`src/rtl/tpm_probe_pkg.sv`:
```
package tpm_probe_pkg;

    localparam int ATT_W = 8;

    localparam logic [15:0] OFS_ACCESS   = 16'h0000;
    localparam logic [15:0] OFS_STATUS   = 16'h0018;
    localparam logic [15:0] OFS_IDENT    = 16'h0F00;
    localparam logic [15:0] OFS_REVISION = 16'h0F04;

    localparam int ACC_ESTAB_BIT  = 0;
    localparam int ACC_REQUSE_BIT = 1;
    localparam int ACC_ACTIVE_BIT = 5;
    localparam int ACC_VALID_BIT  = 7;

    localparam int          FAMILY_LSB = 26;
    localparam logic [1:0]  FAMILY_V2  = 2'b01;

    typedef enum logic [3:0] {
        PH_IDLE,
        PH_ID_RD,
        PH_ID_GAP,
        PH_ACC_RD,
        PH_BUSY_GAP,
        PH_REQ_WR,
        PH_CHK_RD,
        PH_STS_RD,
        PH_RID_RD,
        PH_DONE,
        PH_FAIL
    } phase_e;

    typedef struct packed {
        phase_e             phase;
        logic [ATT_W-1:0]   attempts;
        logic [15:0]        vid;
        logic [15:0]        did;
        logic [7:0]         rev;
        logic               ready;
        logic               error;
    } probe_state_t;

endpackage

```
`src/rtl/tpm_probe_timer.sv`:
```
module tpm_probe_timer #(
    parameter int W = 8
) (
    input  logic         clk,
    input  logic         rst_n,
    input  logic         load,
    input  logic [W-1:0] load_val,
    output logic         expired
);

    logic [W-1:0] cnt_d, cnt_q;

    always_comb begin
        cnt_d = cnt_q;
        if (load) begin
            cnt_d = load_val;
        end else if (cnt_q != '0) begin
            cnt_d = cnt_q - 1'b1;
        end
    end

    always_ff @(posedge clk or negedge rst_n) begin
        if (!rst_n) begin
            cnt_q <= '0;
        end else begin
            cnt_q <= cnt_d;
        end
    end

    assign expired = (cnt_q == '0);

endmodule

```
`src/rtl/tpm_probe_idmatch.sv`:
```
module tpm_probe_idmatch #(
    parameter int                  ID_W    = 32,
    parameter int                  NUM_IDS = 3,
    parameter logic [NUM_IDS*ID_W-1:0] TABLE = '0
) (
    input  logic [ID_W-1:0] ident,
    output logic            hit
);

    logic [NUM_IDS-1:0] hits;

    generate
        for (genvar gi = 0; gi < NUM_IDS; gi++) begin : g_entry
            assign hits[gi] = (ident == TABLE[gi*ID_W +: ID_W]);
        end
    endgenerate

    assign hit = |hits;

endmodule

```
`src/rtl/tpm_probe.sv`:
```
module tpm_probe
    import tpm_probe_pkg::*;
#(
    parameter int ADDR_W      = 16,
    parameter int DATA_W      = 32,
    parameter int NUM_IDS     = 3,
    parameter logic [NUM_IDS*DATA_W-1:0] ACCEPT_IDS =
        {32'h6610_00FF, 32'h0B4E_7291, 32'hA5C3_1D07},
    parameter int RETRY_MAX   = 15,
    parameter int RETRY_GAP   = 1_000_000,
    parameter int BUSY_GAP    = 200_000,
    parameter int CLAIM_LIMIT = 1_000_000_000
) (
    input  logic                         clk,
    input  logic                         rst_n,
    input  logic                         start,
    output logic                         req_valid,
    output logic                         req_write,
    output logic [ADDR_W-1:0]            req_addr,
    output logic [$clog2(DATA_W/8+1)-1:0] req_len,
    output logic [DATA_W-1:0]            req_wdata,
    input  logic                         rsp_valid,
    input  logic                         rsp_err,
    input  logic [DATA_W-1:0]            rsp_rdata,
    output logic                         ready,
    output logic                         error,
    output logic [15:0]                  vendor_id,
    output logic [15:0]                  device_id,
    output logic [7:0]                   revision
);

    localparam int LEN_W   = $clog2(DATA_W/8+1);
    localparam int GAP_MAX = (RETRY_GAP > BUSY_GAP) ? RETRY_GAP : BUSY_GAP;
    localparam int GAP_W   = $clog2(GAP_MAX + 1);
    localparam int CLM_W   = $clog2(CLAIM_LIMIT + 1);
    localparam logic [7:0] ESTAB_MASK  = 8'(1 << ACC_ESTAB_BIT);
    localparam logic [7:0] CLAIMED_VAL = 8'((1 << ACC_VALID_BIT) | (1 << ACC_ACTIVE_BIT));

    probe_state_t st_d, st_q;

    logic              gap_load;
    logic [GAP_W-1:0]  gap_val;
    logic              gap_exp;
    logic              claim_load;
    logic              claim_exp;
    logic              id_hit;
    logic [DATA_W-1:0] rd_word;
    logic [7:0]        acc_byte;
    logic [ATT_W-1:0]  att_next;

    // transport failure reads as zero
    assign rd_word  = rsp_err ? '0 : rsp_rdata;
    assign acc_byte = rd_word[7:0] & ~ESTAB_MASK;
    assign att_next = st_q.attempts + 1'b1;

    tpm_probe_idmatch #(
        .ID_W    (DATA_W),
        .NUM_IDS (NUM_IDS),
        .TABLE   (ACCEPT_IDS)
    ) idmatch_i (
        .ident (rd_word),
        .hit   (id_hit)
    );

    tpm_probe_timer #(.W(GAP_W)) gap_tmr_i (
        .clk      (clk),
        .rst_n    (rst_n),
        .load     (gap_load),
        .load_val (gap_val),
        .expired  (gap_exp)
    );

    tpm_probe_timer #(.W(CLM_W)) claim_tmr_i (
        .clk      (clk),
        .rst_n    (rst_n),
        .load     (claim_load),
        .load_val (CLM_W'(CLAIM_LIMIT)),
        .expired  (claim_exp)
    );

    always_comb begin
        st_d       = st_q;
        gap_load   = 1'b0;
        gap_val    = '0;
        claim_load = 1'b0;

        unique case (st_q.phase)
            PH_IDLE, PH_DONE, PH_FAIL: begin
                if (start) begin
                    st_d.phase    = PH_ID_RD;
                    st_d.attempts = '0;
                    st_d.ready    = 1'b0;
                    st_d.error    = 1'b0;
                end
            end
            PH_ID_RD: begin
                if (rsp_valid) begin
                    st_d.attempts = att_next;
                    if (id_hit) begin
                        st_d.vid   = rd_word[15:0];
                        st_d.did   = rd_word[31:16];
                        st_d.phase = PH_ACC_RD;
                        claim_load = 1'b1;
                    end else if (att_next >= ATT_W'(RETRY_MAX)) begin
                        st_d.phase = PH_FAIL;
                        st_d.error = 1'b1;
                    end else begin
                        st_d.phase = PH_ID_GAP;
                        gap_load   = 1'b1;
                        gap_val    = GAP_W'(RETRY_GAP - 1);
                    end
                end
            end
            PH_ID_GAP: begin
                if (gap_exp) begin
                    st_d.phase = PH_ID_RD;
                end
            end
            PH_ACC_RD: begin
                if (rsp_valid) begin
                    if (acc_byte[ACC_ACTIVE_BIT]) begin
                        st_d.phase = PH_BUSY_GAP;
                        gap_load   = 1'b1;
                        gap_val    = GAP_W'(BUSY_GAP - 1);
                    end else begin
                        st_d.phase = PH_REQ_WR;
                    end
                end
            end
            PH_BUSY_GAP: begin
                if (gap_exp) begin
                    if (claim_exp) begin
                        st_d.phase = PH_FAIL;
                        st_d.error = 1'b1;
                    end else begin
                        st_d.phase = PH_ACC_RD;
                    end
                end
            end
            PH_REQ_WR: begin
                if (rsp_valid) begin
                    if (rsp_err) begin
                        st_d.phase = PH_FAIL;
                        st_d.error = 1'b1;
                    end else begin
                        st_d.phase = PH_CHK_RD;
                    end
                end
            end
            PH_CHK_RD: begin
                if (rsp_valid) begin
                    if (rsp_err || (acc_byte != CLAIMED_VAL)) begin
                        st_d.phase = PH_FAIL;
                        st_d.error = 1'b1;
                    end else begin
                        st_d.phase = PH_STS_RD;
                    end
                end
            end
            PH_STS_RD: begin
                if (rsp_valid) begin
                    if (rsp_err || (rsp_rdata[FAMILY_LSB +: 2] != FAMILY_V2)) begin
                        st_d.phase = PH_FAIL;
                        st_d.error = 1'b1;
                    end else begin
                        st_d.phase = PH_RID_RD;
                    end
                end
            end
            PH_RID_RD: begin
                if (rsp_valid) begin
                    if (rsp_err) begin
                        st_d.phase = PH_FAIL;
                        st_d.error = 1'b1;
                    end else begin
                        st_d.rev   = rsp_rdata[7:0];
                        st_d.phase = PH_DONE;
                        st_d.ready = 1'b1;
                    end
                end
            end
            default: begin
                st_d.phase = PH_IDLE;
            end
        endcase
    end

    always_ff @(posedge clk or negedge rst_n) begin
        if (!rst_n) begin
            st_q <= '{phase: PH_IDLE, attempts: '0, vid: '0, did: '0,
                      rev: '0, ready: 1'b0, error: 1'b0};
        end else begin
            st_q <= st_d;
        end
    end

    // request decode
    always_comb begin
        req_valid = 1'b0;
        req_write = 1'b0;
        req_addr  = ADDR_W'(OFS_ACCESS);
        req_len   = LEN_W'(1);
        req_wdata = '0;
        unique case (st_q.phase)
            PH_ID_RD: begin
                req_valid = 1'b1;
                req_addr  = ADDR_W'(OFS_IDENT);
                req_len   = LEN_W'(4);
            end
            PH_ACC_RD, PH_CHK_RD: begin
                req_valid = 1'b1;
            end
            PH_REQ_WR: begin
                req_valid = 1'b1;
                req_write = 1'b1;
                req_wdata = DATA_W'(1 << ACC_REQUSE_BIT);
            end
            PH_STS_RD: begin
                req_valid = 1'b1;
                req_addr  = ADDR_W'(OFS_STATUS);
                req_len   = LEN_W'(4);
            end
            PH_RID_RD: begin
                req_valid = 1'b1;
                req_addr  = ADDR_W'(OFS_REVISION);
            end
            default: begin
                req_valid = 1'b0;
            end
        endcase
    end

    assign ready     = st_q.ready;
    assign error     = st_q.error;
    assign vendor_id = st_q.vid;
    assign device_id = st_q.did;
    assign revision  = st_q.rev;

endmodule

```
`config.mk`:
```
export PLATFORM = sky130hd
export DESIGN_NAME = tpm_probe
export DESIGN_NICKNAME = d
export VERILOG_FILES = /design/src/rtl/tpm_probe_pkg.sv /design/src/rtl/tpm_probe_timer.sv /design/src/rtl/tpm_probe_idmatch.sv /design/src/rtl/tpm_probe.sv
export SDC_FILE = /design/constraint.sdc
export NUM_CORES = 1
export LEC_CHECK = 0
export CELL_PAD_IN_SITES_DETAIL_PLACEMENT = 1
export CELL_PAD_IN_SITES_GLOBAL_PLACEMENT = 2
export CORE_MARGIN = 10
export CORE_UTILIZATION = 29
export CTS_BUF_LIST = sky130_fd_sc_hd__clkbuf_4
export DETAILED_ROUTE_END_ITERATION = 8
export PLACE_DENSITY_LB_ADDON = 0.3
export SETUP_SLACK_MARGIN = 0.02
export SLEW_MARGIN = 15
export SYNTH_ARGS = -nofsm -noshare
export SYNTH_HDL_FRONTEND = slang
export SYNTH_SLANG_ARGS = --single-unit
```
`constraint.sdc`:
```
create_clock -name clk -period 3.2 [get_ports clk]
set_input_delay 0.8 -clock clk [delete_from_list [all_inputs] [get_ports clk]]
set_output_delay 0.8 -clock clk [all_outputs]
set_load 0.05 [all_outputs]
```
Word-level counts from Yosys, hierarchy flattened --
Index checks and enable logic that the tools add are counted.
Word-level totals: flip-flop bits (word level) 104, word-level logic and storage cells 127
Cells by class: add/subtract/negate cells 3, magnitude comparators 1, equality and inequality tests 30, mux-type cells 61, bitwise logic cells 1, reductions and logical operators 22
Operators by type and width (count):
- two-way mux 20 bit | 5
- two-way mux 32 bit | 2
- two-way mux 30 bit | 2
- two-way mux 4 bit | 12
- two-way mux 44 bit | 1
- case mux 20 bit (2 select lines) | 1
- two-way mux 18 bit | 2
- case mux 12 bit (3 select lines) | 1
- case mux 4 bit (9 select lines) | 1
- equality test 32 x 28 -> 1 bit (second input constant) | 1
- equality test 32 x 31 -> 1 bit (second input constant) | 1
- equality test 32 bit (second input constant) | 1
- zero test 30 bit | 1
- inequality test 2 bit (second input constant) | 15
- nonzero test 30 bit | 1
- subtractor 30 x 1 -> 30 bit (second input constant) | 1
- two-way mux 1 bit | 23
- zero test 20 bit | 1
- nonzero test 20 bit | 1
- subtractor 20 x 1 -> 20 bit (second input constant) | 1
- equality test 4 x 3 -> 1 bit (second input constant) | 4
- case mux 8 bit (2 select lines) | 1
- AND reduction 13 bit | 1
- equality test 4 bit (second input constant) | 3
- 22 further kinds | 35

Depth between registers and ports, before layout --
Gate-level depths: netlist of run 1.
depth in word-level cells 7, gate-level depth with buffers 10

Cells and area by module --
From an unflattened synthesis of run 1, not the netlist that was laid out.
Second synthesis, totals: cells, all modules 738, area total of the unflattened synthesis 6906.6 um^2
By module, submodules not included:
- tpm_probe | instances 1, cells an instance 386, area each 3718.6 um^2
- tpm_probe_timer (claim_tmr_i) | instances 1, cells an instance 200, area each 1811.7 um^2
- tpm_probe_timer (gap_tmr_i) | instances 1, cells an instance 127, area each 1184.9 um^2
- tpm_probe_idmatch | instances 1, cells an instance 25, area each 191.4 um^2

Worst setup path before layout of run 1 --
Ideal clock, no wire load.
path type reg2out, from register st_q[52] in the netlist's numbering, to output port req_len[0], arrival 2.557 ns, path slack -0.157 ns, stages on the path, launching flop included 5, path through dfrtp_1 clkbuf_1 nand2_1 o21ai_0 inv_1
Between the ends: cells in the longest elaborated chain, start to end 3
RTL lines:
- from (decl) | line tpm_probe.sv:39 | probe_state_t st_d, st_q;
- from (signal assigned) | line tpm_probe.sv:190 | st_q <= '{phase: PH_IDLE, attempts: '0, vid: '0, did: '0,
- from (signal assigned) | line tpm_probe.sv:193 | st_q <= st_d;
- equality test 4 x 3 -> 1 bit / equality test 4 x 1 -> 1 bit (equally long branches) | line tpm_probe.sv:204 | unique case (st_q.phase)
- OR reduction 2 bit (no line) (*)
- two-way mux 3 bit (*) | line tpm_probe.sv:204
- to (decl) | line tpm_probe.sv:20 | output logic [$clog2(DATA_W/8+1)-1:0] req_len,
Every way passes the cells marked *; elsewhere a longest branch is shown, timed or not.

Final worst setup path of run 1 --
from register st_q[53] in the netlist's numbering, to output port req_len[0]
The elaborated chain is that of the path after synthesis.

==> out/results.tsv, run 1 <==
stage	metric	value	unit
worst_hold_path	hold_class	in2async	
logic_synthesis	synth_warnings	0	
job	cap_violations	0	
pwr	ir_worst_vdd	0.622	mV
routing	first_iter_violations	230	
worst_setup_path	path_max_fanout	19	
timing	hold_slack	0.310	ns
worst_setup_path	crit_required	2.40	ns
die	start_util	29.7	%
logic_synthesis	netlist_area	6070	um^2
worst_setup_path	start_kind	register	
die	rows	52	
die	core_area	20400	um^2
logic_synthesis	synth_seq_cells	104	
routing	wl	18.2	mm
routing	detail-route-antenna-nets	0	
die	die_w	165	um
timing	slew_viol_final	0	
logic_synthesis	synth-seq-area-share	42.9	%
placed_design	place_ws	-0.114	ns
logic_synthesis	postSynthAreaPerCell	9.02	um^2
timing	setup_viol	0	
timing	rsz0062_at_grt	false	
placed_design	port_buffers	90	
cts	clk_latency	0.51	ns
final_layout	fin_area	7260	um^2
die	die-area	27100	um^2
cts	cts_num_sinks	104	
cts	cts_buffer_depth	2	
final_layout	area_growth	19.5	%
global_routing	grt_max_degree	53	
cts	htree_levels	3	
timing	fmax	0.339	GHz
routing	via_per_inst	4.85	
final_layout	multi_input_area	2820	um^2
timing	hold_violations	0	
die	dieHeight	165	um
global_routing	grt_usage	13.6	%
routing	remaining_drc_errors	0	
final_layout	nets	779	
logic_synthesis	synth-edff-count	0	
timing	worstMarginPinSlew	0.710	ns
cts	cts_setup_buffers	0	
global_routing	gr-total-overflow	0	
final_layout	drive_gt1_share	11.9	%
cts	cts_tree	done	
worst_setup_path	end_kind	primary output	
logic_synthesis	ys_async_sr_fraction	100	%
routing	post_drt_wl_per_cell	18.0	um
timing	setup_slack	0.247	ns
worst_setup_path	worstSetupPathType	reg2out	
timing	fin_crit	2.95	ns
global_routing	antenna_found_initial	1	
pwr	power	4.57	mW
final_layout	fillers	2366	
routing	drt_pre_antenna_iters	4	
die	top_level_ports	132	
cts	clk_pin_slew	0.18	ns
global_routing	grt_pass1_wl	29.6	mm
final_layout	finish.utilization	35.5	%
cts	cts_root_buf	clkbuf_4	
routing	vias	4913	
placed_design	hpwl	14.0	mm
timing	fin_crit_sh	92.3	%
outcome	status	finished clean	
worst_setup_path	worstPathArrival	2.15	ns
cts	cts_made_buffers	9	
final_layout	seq_area	2600	um^2
logic_synthesis	synth.distinct_cells	63	
pwr	static-leakage-power	3.07	nW
pwr	pwr_density_cell	630	nW/um^2
timing	skew	0.0204	ns
global_routing	grt_pass1_vias	5473	
logic_synthesis	synthFlopType	dfrtp_1	
logic_synthesis	syn-instance-count	673	
placed_design	placed_area	7060	um^2
placed_design	place.gp.congestion	0.801	
timing	max-slew-margin-rel	51.4	%
-- stage by stage --
step,instances,TNS [ns]
2_1_floorplan,713,0
3_3_place_gp,995,-3.12
3_5_place_dp,995,-3.96
4_1_cts,1011,0
5_1_grt,1012,0
6_report,1012,0
-- sequential cells by signal (all words and copies together), names as in the netlist --
| name | count |
|---|---|
| st_q | 12 |
| claim_tmr_i.cnt_q | 30 |
| error | 1 |
| gap_tmr_i.cnt_q | 20 |
| revision | 8 |
| vendor_id | 16 |
| device_id | 16 |
| ready | 1 |
-- cell families (layout without fill, tap and decap cells) --
kind of cell | Yosys count | after routing | share of synthesized area (%)
multiplexers | 12 | 12 | 2.20
XOR/XNOR | 43 | 43 | 6.20
AND/OR/NAND/NOR | 282 | 282 | 24.0
buffers and inverters | 126 | 154 | 13.3
adder cells (fa/ha/maj) | 6 | 6 | 1.24
other | 1 | 42 | 0.0617
flip-flops | 104 | 104 | 42.9
AO/OA/AOI/OAI | 99 | 99 | 10.1
-- final timing paths --
path | start | endpoint | slack [ns] | cells past startpoint
min in group clk | vendor_id[0] | vendor_id[0] | 0.49 | 1
max in group asynchronous | rst_n | device_id[10] | 2.13 | 2
max | st_q[53] | req_len[0] | 0.25 | 6
max reg2reg | claim_tmr_i.cnt_q[8] | error | 0.40 | 6
min reg2reg | vendor_id[0] | vendor_id[0] | 0.49 | 1
min | rst_n | st_q[47] | 0.31 | 1
-- layout make-up --
type,instances,area share (%)
multi-input combinational,483,38.8
inverter,16,0.828
clock inverter,7,1.57
timing repair buffer,122,17.3
sequential,104,35.9
tap,270,4.66
clock buffer,9,0.931
antenna,1,0.0345
-- Yosys cell counts, types with 14 or more instances --
cell type	number	area [um^2]
inv_1	15	56.3
nor3_1	25	125
dfrtp_1	104	2600
xnor2_1	27	236
nor2_1	55	206
nand2_1	93	349
clkbuf_1	19	71.3
xor2_1	16	140
a21oi_1	14	70.1
buf_4	87	653
nand3_1	18	90.1
o21ai_0	43	215
-- cell usage in the layout (no fill, tap or decap), drive strengths merged, types with 11 or more instances in the layout --
master / synthesis / layout
nand2: 93 / 93
nor2: 56 / 56
mux2: 11 / 11
nor3: 25 / 25
xor2: 16 / 16
xnor2: 27 / 27
conb: 1 / 41
a21oi: 14 / 14
clkdlybuf4s50: 0 / 77
o21ai: 44 / 44
nor4: 14 / 14
nand3: 18 / 18
dfrtp: 104 / 104
buf: 91 / 43
inv: 15 / 17
or3: 11 / 11
-- repair_timing --
action	4_1_cts	5_1_grt
gates resized for setup	0	4
setup endpoints to repair	0	7
hold buffers	0	0
-- layer usage --
metal,vias to the layer above,wire (um),part of all wire (%),global-route usage (%)
met4,0,336,1.8,4.95
met3,20,761,4.2,2.34
met1,2465,8400,46,17.5
li1,2320,-,-,-
met2,108,8700,48,22.6
met5,-,0,0,0
-- report_power, final --
group          switching (mW)  internal [mW]
Combinational            1.33          0.771
Sequential              0.142           1.48
Clock                   0.512          0.334
-- critical path, cell delays in order, from the launching register on --
cell and delay, ns:
dfrtp_1 0.41, buf_4 0.21, nor2_2 0.25, nand2_1 0.24, o21ai_1 0.27, inv_1 0.08
buf_4 0.20
Power figures use the tool's default switching activity.
==> run 2, diff against run 1 <==
--- a/constraint.sdc
+++ b/constraint.sdc
@@ -3,2 +3,2 @@
 set_output_delay 0.8 -clock clk [all_outputs]
-set_load 0.05 [all_outputs]
+set_load 0.1 [all_outputs]
==> out/results.tsv, run 2 (synthesis gave the netlist of run 1 again) <==
stage	metric	value	unit	change
routing	first_iter_violations	255		was 230
timing	fmax	0.339	GHz	about the same
die	core_area	20400	um^2	unchanged
worst_setup_path	crit_required	2.40	ns	about the same
cts	clk_latency	0.51	ns	about the same
timing	fin_tns_setup	0	ns	unchanged
cts	cts_root_buf	clkbuf_4		unchanged
worst_setup_path	end_kind	primary output		unchanged
routing	detail-route-antenna-nets	0		unchanged
pwr	pwr_density_cell	712	nW/um^2	was 630 nW/um^2
cts	cts_buffer_depth	2		unchanged
cts	postCtsHoldBufs	0		unchanged
routing	remaining_drc_errors	0		unchanged
final_layout	largest_reg_flops	30		unchanged
routing	via_per_inst	4.80		was 4.85
routing	vias	4872		was 4913
die	die_w	165	um	unchanged
outcome	status	finished clean		unchanged
worst_setup_path	start_kind	register		unchanged
pwr	static-leakage-power	3.13	nW	was 3.07 nW
placed_design	place.gp.congestion	0.809		was 0.801
global_routing	grt_max_degree	43		was 53
worst_setup_path	rr_endpoint	error		unchanged
cts	htree_levels	3		unchanged
placed_design	port_buffers	90		unchanged
timing	worstMarginPinSlew	0.728	ns	was 0.710 ns
worst_setup_path	r2r_setup_slack	0.50	ns	was 0.40 ns
worst_setup_path	rr_startpoint	gap_tmr_i.cnt_q[6]		was claim_tmr_i.cnt_q[8]
final_layout	final_cell_mix	dfrtp_1, nand2_1, buf_4, nor2_1		was dfrtp_1, nand2_1, clkdlybuf4s50_1, nor2_1, o21ai_0
placed_design	placed_area	7030	um^2	was 7060 um^2
pwr	ir_worst_vdd	0.931	mV	was 0.622 mV
cts	clk_pin_slew	0.18	ns	about the same
final_layout	top_regs	claim_tmr_i.cnt_q: 30 flops, gap_tmr_i.cnt_q: 20 flops		unchanged
cts	cts_tree	done		unchanged
die	die-area	27100	um^2	unchanged
timing	hold_slack	0.245	ns	was 0.310 ns
final_layout	nets	783		was 779
timing	rsz0062_at_grt	false		unchanged
cts	cts_setup_buffers	0		unchanged
worst_setup_path	worstPathArrival	2.15	ns	about the same
timing	fin_crit_sh	92.2	%	was 92.3%
final_layout	finish.utilization	35.2	%	was 35.5%
worst_setup_path	worstSetupPathType	reg2out		unchanged
cts	cts_num_sinks	104		unchanged
pwr	power	5.12	mW	was 4.57 mW
final_layout	layout_commonest_cell	dfrtp_1		unchanged
global_routing	grt_usage	13.4	%	was 13.6%
timing	skew	0.0252	ns	was 0.0204 ns
final_layout	fin_area	7190	um^2	was 7260 um^2
worst_setup_path	path_max_fanout	12		was 19
routing	drt_pre_antenna_iters	5		was 4
routing	post_drt_wl_per_cell	18.0	um	about the same
global_routing	grt_pass1_vias	5242		was 5473
final_layout	top_register	claim_tmr_i.cnt_q		unchanged
worst_hold_path	hold_class	in2async		unchanged
worst_setup_path	cpMaxStageDelayCell	dfrtp_2		was dfrtp_1
placed_design	hpwl	14.1	mm	was 14.0 mm
worst_setup_path	crit_chain	inv_1 > nor2_1 > nand2_1 > nand2_2 > buf_12		was buf_4 > nor2_2 > nand2_1 > o21ai_1 > inv_1 > buf_4
die	start_util	29.7	%	unchanged
timing	hold_violations	0		unchanged
die	rows	52		unchanged
timing	setup_viol	0		unchanged
job	cap_violations	0		unchanged
die	dieHeight	165	um	unchanged
global_routing	gr-total-overflow	0		unchanged
worst_setup_path	cpPeakStageDelay	0.55	ns	was 0.41 ns
die	top_level_ports	132		unchanged
routing	wl	18.3	mm	was 18.2 mm
timing	slew_viol_final	0		unchanged
final_layout	drive_gt1_share	18.8	%	was 11.9%
final_layout	area_growth	18.4	%	was 19.5%
cts	cts_made_buffers	9		unchanged
global_routing	grt_pass1_wl	28.9	mm	was 29.6 mm
timing	max-slew-margin-rel	50.2	%	was 51.4%
timing	fin_crit	2.95	ns	about the same
global_routing	antenna_found_initial	1		unchanged
worst_setup_path	reg2regPathDepth	7		was 6
run 2: changes by cell type in the layout (fill, tap and decap cells not counted), sizes merged:
cell and delta:
clkdlybuf4s50 -42, bufinv -2, inv +3, buf +48, clkinv -1, dlymetal6s2s -2
run 2: repair_timing:
action / in CTS / in global routing
setup endpoints to repair: 4 / 0
resized for setup: 2 / 0
hold endpoints to repair: 0 / 0
run 2: per-layer routing:
metal	vias to the layer above	part of all wire (%)	track usage (%)
met5	-	0	0
met4	0	0.90	3.42
met3	10	4.0	2.64
met2	92	48	22.3
met1	2441	47	17.4
li1	2329	-	-
run 2: critical path: cells and delay by family (launching register included):
family | cells | cell delay (ns)
flops | 1 | 0.55
buf+inv | 2 | 0.42
simple gates | 3 | 0.68
run 2: worst max path at each step:
stage | startpoint | slack (ns) | endpoint | depth (start not counted)
global placement | rsp_err | -0.14 | vendor_id[9] | 9
global route | st_q[50] | 0.10 | req_addr[10] | 5
floorplan | st_q[52] | -0.08 | req_len[0] | 4
detailed placement | rsp_err | -0.21 | device_id[2] | 9
CTS | st_q[50] | 0.19 | req_addr[9] | 5
finish | st_q[50] | 0.25 | req_addr[9] | 5
run 2: through the flow:
step / setup slack [ns] / cells
2_1_floorplan: -0.0789 / 713
3_3_place_gp: -0.139 / 999
3_5_place_dp: -0.214 / 999
4_1_cts: 0.186 / 1015
5_1_grt: 0.102 / 1016
6_report: 0.250 / 1016
run 2: layout make-up:
type / instances / area (um^2)
Fill cell: 2398 / 13200
Clock inverter: 7 / 88.8
Clock buffer: 9 / 67.6
Antenna cell: 1 / 2.50
Sequential cell: 104 / 2600
Tap cell: 270 / 338
Multi-Input combinational cell: 483 / 2830
Timing Repair Buffer: 126 / 1200
Inverter: 16 / 60.1
run 2: report_power, final:
part	switching (mW)	internal, mW
clock network	0.541	0.200
registers	0.185	1.48
logic	1.92	0.796
